**src/rtl/odiag_pkg.sv**
```systemverilog
package odiag_pkg;
  typedef enum logic [2:0] {
    RES_NONE      = 3'd0,
    RES_NORMAL    = 3'd1,
    RES_OPEN      = 3'd2,
    RES_SHORT_GND = 3'd3,
    RES_SHORT_SUP = 3'd4,
    RES_UNKNOWN   = 3'd5,
    RES_ABORT     = 3'd6
  } diag_res_e;

  typedef enum logic [1:0] {
    BIAS_OFF       = 2'b00,
    BIAS_XUP_SNS_Y = 2'b01,
    BIAS_XUP_SNS_X = 2'b10,
    BIAS_YUP_SNS_Y = 2'b11
  } bias_code_e;
endpackage

```
**src/rtl/odiag_pair_decode.sv**
```systemverilog
module odiag_pair_decode #(
  parameter int NUM_OUT = 6,
  parameter int SEL_W   = 4,
  parameter int IDX_W   = 3
) (
  input  logic [SEL_W-1:0] sel_i,
  output logic             valid_o,
  output logic [IDX_W-1:0] x_idx_o,
  output logic [IDX_W-1:0] y_idx_o
);
  // Walk the pairs in lexicographic order; the k-th hit is the selection.
  always_comb begin
    int k;
    k       = 0;
    valid_o = 1'b0;
    x_idx_o = '0;
    y_idx_o = '0;
    for (int a = 0; a < NUM_OUT - 1; a++) begin
      for (int b = a + 1; b < NUM_OUT; b++) begin
        k = k + 1;
        if (k == int'(sel_i)) begin
          valid_o = 1'b1;
          x_idx_o = IDX_W'(a);
          y_idx_o = IDX_W'(b);
        end
      end
    end
  end
endmodule

```
**src/rtl/odiag_bias_map.sv**
```systemverilog
module odiag_bias_map
  import odiag_pkg::*;
#(
  parameter int NUM_OUT = 6,
  parameter int IDX_W   = 3
) (
  input  bias_code_e         code_i,
  input  logic [IDX_W-1:0]   x_idx_i,
  input  logic [IDX_W-1:0]   y_idx_i,
  output logic [NUM_OUT-1:0] pu_o,
  output logic [NUM_OUT-1:0] pd_o,
  output logic [NUM_OUT-1:0] mux_o,
  output logic               ref_high_o
);
  always_comb begin
    pu_o       = '0;
    pd_o       = '0;
    mux_o      = '0;
    ref_high_o = 1'b0;
    case (code_i)
      BIAS_XUP_SNS_Y: begin
        pu_o[x_idx_i]  = 1'b1;
        pd_o[y_idx_i]  = 1'b1;
        mux_o[y_idx_i] = 1'b1;
      end
      BIAS_XUP_SNS_X: begin
        pu_o[x_idx_i]  = 1'b1;
        pd_o[y_idx_i]  = 1'b1;
        mux_o[x_idx_i] = 1'b1;
        ref_high_o     = 1'b1;
      end
      BIAS_YUP_SNS_Y: begin
        pd_o[x_idx_i]  = 1'b1;
        pu_o[y_idx_i]  = 1'b1;
        mux_o[y_idx_i] = 1'b1;
      end
      default: ;
    endcase
  end
endmodule

```
**src/rtl/odiag_classify.sv**
```systemverilog
module odiag_classify
  import odiag_pkg::*;
(
  input  logic [2:0] sig_i,   // {first, second, third} sample
  output diag_res_e  res_o
);
  always_comb begin
    case (sig_i)
      3'b101:  res_o = RES_NORMAL;
      3'b011:  res_o = RES_OPEN;
      3'b000:  res_o = RES_SHORT_GND;
      3'b111:  res_o = RES_SHORT_SUP;
      default: res_o = RES_UNKNOWN;
    endcase
  end
endmodule

```
**src/rtl/odiag_offstate_seq.sv**
```systemverilog
module odiag_offstate_seq
  import odiag_pkg::*;
#(
  parameter int NUM_OUT  = 6,
  parameter int SETTLE_W = 8,
  localparam int NUM_PAIRS = NUM_OUT * (NUM_OUT - 1) / 2,
  localparam int SEL_W     = $clog2(NUM_PAIRS + 1),
  localparam int IDX_W     = $clog2(NUM_OUT)
) (
  input  logic                clk,
  input  logic                rst_n,
  input  logic                start_i,
  input  logic [SEL_W-1:0]    pair_sel_i,
  input  logic [SETTLE_W-1:0] settle_cycles_i,
  input  logic [NUM_OUT-1:0]  hb_en_i,
  input  logic                cmp_i,
  output logic [NUM_OUT-1:0]  pu_en_o,
  output logic [NUM_OUT-1:0]  pd_en_o,
  output logic [NUM_OUT-1:0]  cmp_mux_o,
  output logic                ref_high_o,
  output logic                busy_o,
  output logic                done_o,
  output logic [2:0]          result_o
);
  typedef enum logic {ST_IDLE, ST_RUN} st_e;

  st_e                 state_q;
  logic [1:0]          step_q;
  logic [SETTLE_W-1:0] cnt_q;
  logic [IDX_W-1:0]    x_q, y_q;
  logic [1:0]          sig_q;
  logic                done_q;
  diag_res_e           res_q;

  logic             any_en;
  logic             sel_valid;
  logic [IDX_W-1:0] sel_x, sel_y;
  diag_res_e        class_res;
  bias_code_e       code;

  assign any_en = |hb_en_i;

  odiag_pair_decode #(.NUM_OUT(NUM_OUT), .SEL_W(SEL_W), .IDX_W(IDX_W)) u_dec (
    .sel_i   (pair_sel_i),
    .valid_o (sel_valid),
    .x_idx_o (sel_x),
    .y_idx_o (sel_y)
  );

  // Bias is gated combinationally by the bridge enables.
  always_comb begin
    code = BIAS_OFF;
    if (state_q == ST_RUN && !any_en) begin
      case (step_q)
        2'd0:    code = BIAS_XUP_SNS_Y;
        2'd1:    code = BIAS_XUP_SNS_X;
        default: code = BIAS_YUP_SNS_Y;
      endcase
    end
  end

  odiag_bias_map #(.NUM_OUT(NUM_OUT), .IDX_W(IDX_W)) u_bias (
    .code_i     (code),
    .x_idx_i    (x_q),
    .y_idx_i    (y_q),
    .pu_o       (pu_en_o),
    .pd_o       (pd_en_o),
    .mux_o      (cmp_mux_o),
    .ref_high_o (ref_high_o)
  );

  odiag_classify u_cls (
    .sig_i (({sig_q[0], sig_q[1], cmp_i})),
    .res_o (class_res)
  );

  always_ff @(posedge clk or negedge rst_n) begin
    if (!rst_n) begin
      state_q <= ST_IDLE;
      step_q  <= '0;
      cnt_q   <= '0;
      x_q     <= '0;
      y_q     <= '0;
      sig_q   <= '0;
      done_q  <= 1'b0;
      res_q   <= RES_NONE;
    end else begin
      done_q <= 1'b0;
      case (state_q)
        ST_IDLE: begin
          if (start_i) begin
            if (any_en) begin
              done_q <= 1'b1;
              res_q  <= RES_ABORT;
            end else if (!sel_valid) begin
              done_q <= 1'b1;
              res_q  <= RES_NONE;
            end else begin
              state_q <= ST_RUN;
              step_q  <= '0;
              cnt_q   <= settle_cycles_i;
              x_q     <= sel_x;
              y_q     <= sel_y;
            end
          end
        end
        default: begin
          if (any_en) begin
            state_q <= ST_IDLE;
            done_q  <= 1'b1;
            res_q   <= RES_ABORT;
          end else if (cnt_q != '0) begin
            cnt_q <= cnt_q - 1'b1;
          end else if (step_q == 2'd2) begin
            state_q <= ST_IDLE;
            done_q  <= 1'b1;
            res_q   <= class_res;
          end else begin
            sig_q[step_q[0]] <= cmp_i;
            step_q           <= step_q + 2'd1;
            cnt_q            <= settle_cycles_i;
          end
        end
      endcase
    end
  end

  assign busy_o   = (state_q == ST_RUN);
  assign done_o   = done_q;
  assign result_o = res_q;

  // bias removed in the same cycle any bridge is enabled
  a_r10_bias_off_on_enable: assert property (@(posedge clk) disable iff (!rst_n)
    any_en |-> (pu_en_o == '0 && pd_en_o == '0 && cmp_mux_o == '0));
  // abort of a running sequence
  a_r10_abort_result: assert property (@(posedge clk) disable iff (!rst_n)
    (busy_o && any_en) |=> (done_o && result_o == 3'd6));
  // done is a single-cycle pulse and never overlaps busy
  a_r8_done_pulse: assert property (@(posedge clk) disable iff (!rst_n)
    done_o |=> !done_o);
  a_r8_done_not_busy: assert property (@(posedge clk) disable iff (!rst_n)
    done_o |-> !busy_o);
  // no bias outside a running sequence
  a_r9_idle_no_bias: assert property (@(posedge clk) disable iff (!rst_n)
    !busy_o |-> (pu_en_o == '0 && pd_en_o == '0 && !ref_high_o));
  // one comparator source at a time, pulls never fight on one pin
  a_r3_mux_onehot: assert property (@(posedge clk) disable iff (!rst_n)
    $onehot0(cmp_mux_o) && ((pu_en_o & pd_en_o) == '0));
  // a start while busy does not restart the step count
  a_r12_start_ignored: assert property (@(posedge clk) disable iff (!rst_n)
    (busy_o && start_i && !any_en && step_q != 2'd0) |=> (step_q != 2'd0 || done_o));
endmodule

```
**config.mk**
```make
export PLATFORM = sky130hd
export DESIGN_NAME = odiag_offstate_seq
export DESIGN_NICKNAME = d
export VERILOG_FILES = /design/src/rtl/odiag_pkg.sv /design/src/rtl/odiag_pair_decode.sv /design/src/rtl/odiag_bias_map.sv /design/src/rtl/odiag_classify.sv /design/src/rtl/odiag_offstate_seq.sv
export SDC_FILE = /design/constraint.sdc
export NUM_CORES = 1
export LEC_CHECK = 0
export ABC_AREA = 1
export BUFFER_PORTS_ARGS = -buffer_cell sky130_fd_sc_hd__buf_2
export CAP_MARGIN = 10
export CORE_ASPECT_RATIO = 0.75
export CORE_MARGIN = 2
export CORE_UTILIZATION = 55
export CTS_BUF_LIST = sky130_fd_sc_hd__clkbuf_4
export DETAILED_ROUTE_END_ITERATION = 16
export PLACE_DENSITY = 0.81
export SYNTH_ARGS = -nofsm -noshare
export SYNTH_HDL_FRONTEND = slang
export SYNTH_SLANG_ARGS = --single-unit
```
**constraint.sdc**
```tcl
create_clock -name clk -period 2.62 [get_ports clk]
set_input_delay 0.524 -clock clk [delete_from_list [all_inputs] [get_ports clk]]
set_output_delay 0.524 -clock clk [all_outputs]
set_load 0.01 [all_outputs]
```
After elaboration in Yosys (flattened, before gate mapping)
Cells that the tools add are included.

$add $sub $neg: 2. Equality and inequality tests: 29. Reduce and logical (&&, ||, !) cells: 18. Multiplexer cells: 89. $lt $le $gt $ge: 6. Bitwise operators: 4.

Operators with widths (count): $mux 3 (22); $mux 8 (7); $mux 1 (38); $pmux 6 s2 (3); $eq 4x4->1 const A (8); $mux 2 (13); $eq 3x4->1 const A (4); $reduce_and 4->1 (4); $pmux 3 s4 (1); $ne 3x3->1 const B (3); $eq 2x4->1 const A (2); $lt 3x4->1 const B (2); $reduce_bool 8->1 (1); $sub 8x1->8 const B (1); $demux 1 s3 (2); $eq 2x2->1 const B (3); $eq 3x3->1 const B (2); $ge 3x1->1 const B (2); $reduce_or 6->1 (1); $reduce_and 5->1 (1); $eq 1x4->1 const A (1); $eq 2x1->1 const B (2); $logic_and 1x1->1 (4); $ne 2x2->1 const B (2); 14 further kinds (19).

Input bits: 22. Register bits: 23.

Longest topological paths before layout
Depth in word-level cells: 20. Depth in mapped cells: 11. Gate-level depth less buffers: 10.

Hierarchy
Synthesis repeated with hierarchy kept, for this count alone.

Cells, all modules: 309. Area total of the unflattened synthesis: 1989.4 µm².

By module, submodules not included: odiag_offstate_seq (area each 1372.6 µm², cells each 193, times used 1, sequential area each 575.6 µm²); odiag_bias_map (area each 465.4 µm², cells each 81, times used 1, sequential area each 0.0 µm²); odiag_pair_decode (area each 111.4 µm², cells each 26, times used 1, sequential area each 0.0 µm²); odiag_classify (area each 40.0 µm², cells each 9, times used 1, sequential area each 0.0 µm²).

Least setup slack after synthesis
Ideal clock, no wire load.

Path type: input -> output. Start point: input hb_en_i[3]. End point: output pd_en_o[1]. Buffers on the path: 1. Stages on the path: 10. Arrival time: 2.091 ns. Slack: 0.005 ns. Cell sequence: nor2_2 -> nand2_2 -> nor2_8 -> nand2_4 -> nor2_1 -> inv_1 -> ha_1 -> clkbuf_1 -> nand2_1 -> a21oi_1.

Longest elaborated chain between the ends: 7. Elaborated cells between the ends (all ways): 9.

RTL lines: start: declaration (RTL line odiag_offstate_seq.sv:15) `input logic [NUM_OUT-1:0] hb_en_i,`; $reduce_or 6->1 * (RTL line odiag_offstate_seq.sv:41) `assign any_en = |hb_en_i;`; $logic_not 1->1 * (RTL line odiag_offstate_seq.sv:53) `if (state_q == ST_RUN && !any_en) begin`; $logic_and 1x1->1 * (RTL line odiag_offstate_seq.sv:53); $mux 2 * (RTL line odiag_offstate_seq.sv:53); $eq 2x1->1 / $eq 2x2->1 (equally long branches) (RTL line odiag_bias_map.sv:20) `case (code_i)`; $reduce_or 2->1 (no line); $pmux 6 s2 * (RTL line odiag_bias_map.sv:20); end: declaration (RTL line odiag_offstate_seq.sv:18) `output logic [NUM_OUT-1:0] pd_en_o,`.

Every way passes the cells marked *; elsewhere a longest branch is shown, timed or not.

Worst setup path after layout
Start point: input hb_en_i[1]. End point: output pd_en_o[5].

The elaborated chain is that of the path after synthesis.

==> results.cfg <==
[global_routing]
grt_pass1_vias = 1845
grt_pass1_wl_um = 8360
antenna_found_initial = 0
overflow = 0
grt_use_total_pct = 25.5
grt_max_degree = 24

[setup_path]
cp.depth = 12
startpoint = hb_en_i[1]
cpMaxStageDelayCell = ha_4
r2r_start = cnt_q[0]
cp-endpoint = pd_en_o[5]
cp_top_family = buffers and inverters
crit_chain = buf_2, nor2_4, inv_2, nor2_8, nand2_4, nor2_4, inv_1, ha_4, buf_12, nand2_1, a21oi_2, buf_2
rr_endpoint = step_q[0]
worst_ep_required_time_ns = 2.10
critPathKind = primary input to output pin
slowest_delay_ns = 0.28
arrival_ns = 2.01
r2r_slack_ns = 0.85
r2r_cells = 9
cp-start-kind = primary input
cp_max_fo = 12
crit_buf_inv = 5
critPathCaptureType = output pin

[route]
avgViaCountPerCell = 5.34
final_antenna_net_count = 0
drtPass1Iterations = 5
drc = 0
avgRoutedWirePerCell_um = 12.3
num_vias = 2177
first_iter_violations = 247
wirelength_um = 5000

[cts]
cts_hold_buf = 0
cts_made_buffers = 3
path_clk_slew_ns = 0.14
clk_latency_ns = 0.33
clock_path_buffers = 2
htree_levels = 1
clockRootBuffer = clkbuf_4
cts_tree = done
clock_sinks = 23

[synthesis]
syn_nets = 339
synth.yosys.seq_area_share_pct = 29.1
postSynthCellCount = 310
yosysTopAreaCellShare_pct = 29.1
synth_warnings = 0
synth.largest_area_cell = dfrtp_1
synth-seq-cells = 23
synth_area_um2 = 1980
syn_area_per_cell_um2 = 6.37
yosys-top-cells-area = dfrtp_1 29%, nand2_1 23%, inv_1 6.3%
synth_cell_types = 26

[floorplanning]
io_pins = 46
rows = 18
fp.dieH_um = 55.9
fp.dieW_um = 73.2
core_um2 = 3360
initial_core_util_pct = 58.9
die_area_um2 = 4090

[run_status]
status = complete, no violations

[power]
ir_drop_uv = 284
switching_share_pct = 37.5
power.density_nw_per_um2 = 362
total_power_mw = 0.883
p_int_mw = 0.552
switching_power_mw = 0.331
p_seq_share_pct = 48.6
clockPowerShare_pct = 21.0
comb_power_share_pct = 30.4
p_leak_nw = 1.22

[timing]
hold_violations = 0
fmax_mhz = 395
slew_viol_final = 0
skew_ns = 0.0147
period_share_pct = 96.6
finalWorstSetupSlack_ns = 0.0897
finalSetupTns_ns = 0
worstMarginPinSlew_ns = 0.535
period_needed_ns = 2.53
setup_violations = 0
slew_headroom_pct = 64.3

[hold_path]
min_path_type = primary input to async pin

[cells_and_area]
area_delta_synth_final_pct = 23.6
mostFrequentLayoutCells = 123 x nand2_1, 45 x buf_2, 33 x inv_1
final_nets = 398
diodes = 0
drive_above_1_share_pct = 28.5
final_common_cell = nand2_1

[placed_design]
pre_cts_ws_ns = 0.00866
place_congestion = 0.892
portBuffers = 45
dp_hpwl_um = 3760

[run]
max-cap-violations = 0
==> sequential cells by signal (all words and copies together), names as in the netlist <==
register / flops
y_q: 3
sig_q: 2
x_q: 3
cnt_q: 8
result_o: 3
busy_o: 1
step_q: 2
done_o: 1
==> power groups by stage <==
stage / Clock [mW] / Combinational [mW] / Sequential, mW
6_report: 0.185 / 0.269 / 0.429
5_1_grt: 0.198 / 0.308 / 0.436
3_5_place_dp: 0 / 0.260 / 0.436
2_1_floorplan: 0 / 0.188 / 0.427
4_1_cts: 0.186 / 0.263 / 0.429
3_3_place_gp: 0 / 0.257 / 0.434
==> Yosys cell counts (all sizes together) <==
library cell	n
buf	3
a211oi	1
nor2	28
or2	2
nor3	13
nand4	5
a21oi	20
nand3	22
nand2	133
inv	35
clkbuf	3
o21ai	14
xor2	1
dfrtp	23
ha	7
==> through the flow <==
step | cells | cell area [µm²] | utilization [%] | hold slack [ns]
after global placement | 399 | 2320 | 69.1 | 0.451
after CTS | 405 | 2360 | 70.5 | 0.174
final | 408 | 2440 | 72.7 | 0.153
after global routing | 408 | 2440 | 72.7 | 0.204
after detailed placement | 399 | 2320 | 69.1 | 0.459
after floorplan | 310 | 1980 | - | 0.228
==> final cells by class <==
class	instances	area, µm²
clock buffers	4	30.0
fillers	281	915
inverters	35	131
multi-input cells	246	1290
flip-flops and latches	23	577
well taps	40	50.0
repair buffers	60	363
==> worst reg2reg max path: stages, from the launching register on <==
cell and delay (ns):
dfrtp_1 0.40, inv_1 0.13, ha_1 0.22, nand2_1 0.10, nor2_1 0.11, nand2_1 0.09, nand2_1 0.30, nand3_1 0.15
nand2_1 0.11, nand2_1 0.05
==> worst min-delay path by stage <==
stage / cells after the start / endpoint / from
floorplan: 0 / busy_o / rst_n
global placement: 2 / result_o[1] / result_o[1]
detailed placement: 2 / result_o[1] / result_o[1]
CTS: 1 / cnt_q[4] / rst_n
global route: 1 / cnt_q[4] / rst_n
finish: 1 / cnt_q[4] / rst_n
==> layer usage <==
layer	GRT usage (%)	wire length, µm	up-vias
met5	0	0	-
met4	2.91	29	0
met3	4.71	359	4
met2	36.7	2120	85
met1	40.4	2490	988
li1	-	-	1100
==> cells by family after synthesis <==
family,synth area share [%]
buffers and inverters,8.30
adder cells (fa/ha/maj),4.43
flip-flops,29.1
XOR/XNOR,0.443
AO/OA/AOI/OAI,10.1
AND/OR/NAND/NOR,47.6
==> repair_timing <==
item                                    CTS  global route
pin swaps                                 0             3
buffers inserted                          2             3
cloned                                    0             0
resized for setup                         1            13
endpoints found under the setup margin   18            18
hold endpoints to repair                  0             0
Note: power is estimated with default switching activity, not from simulation.
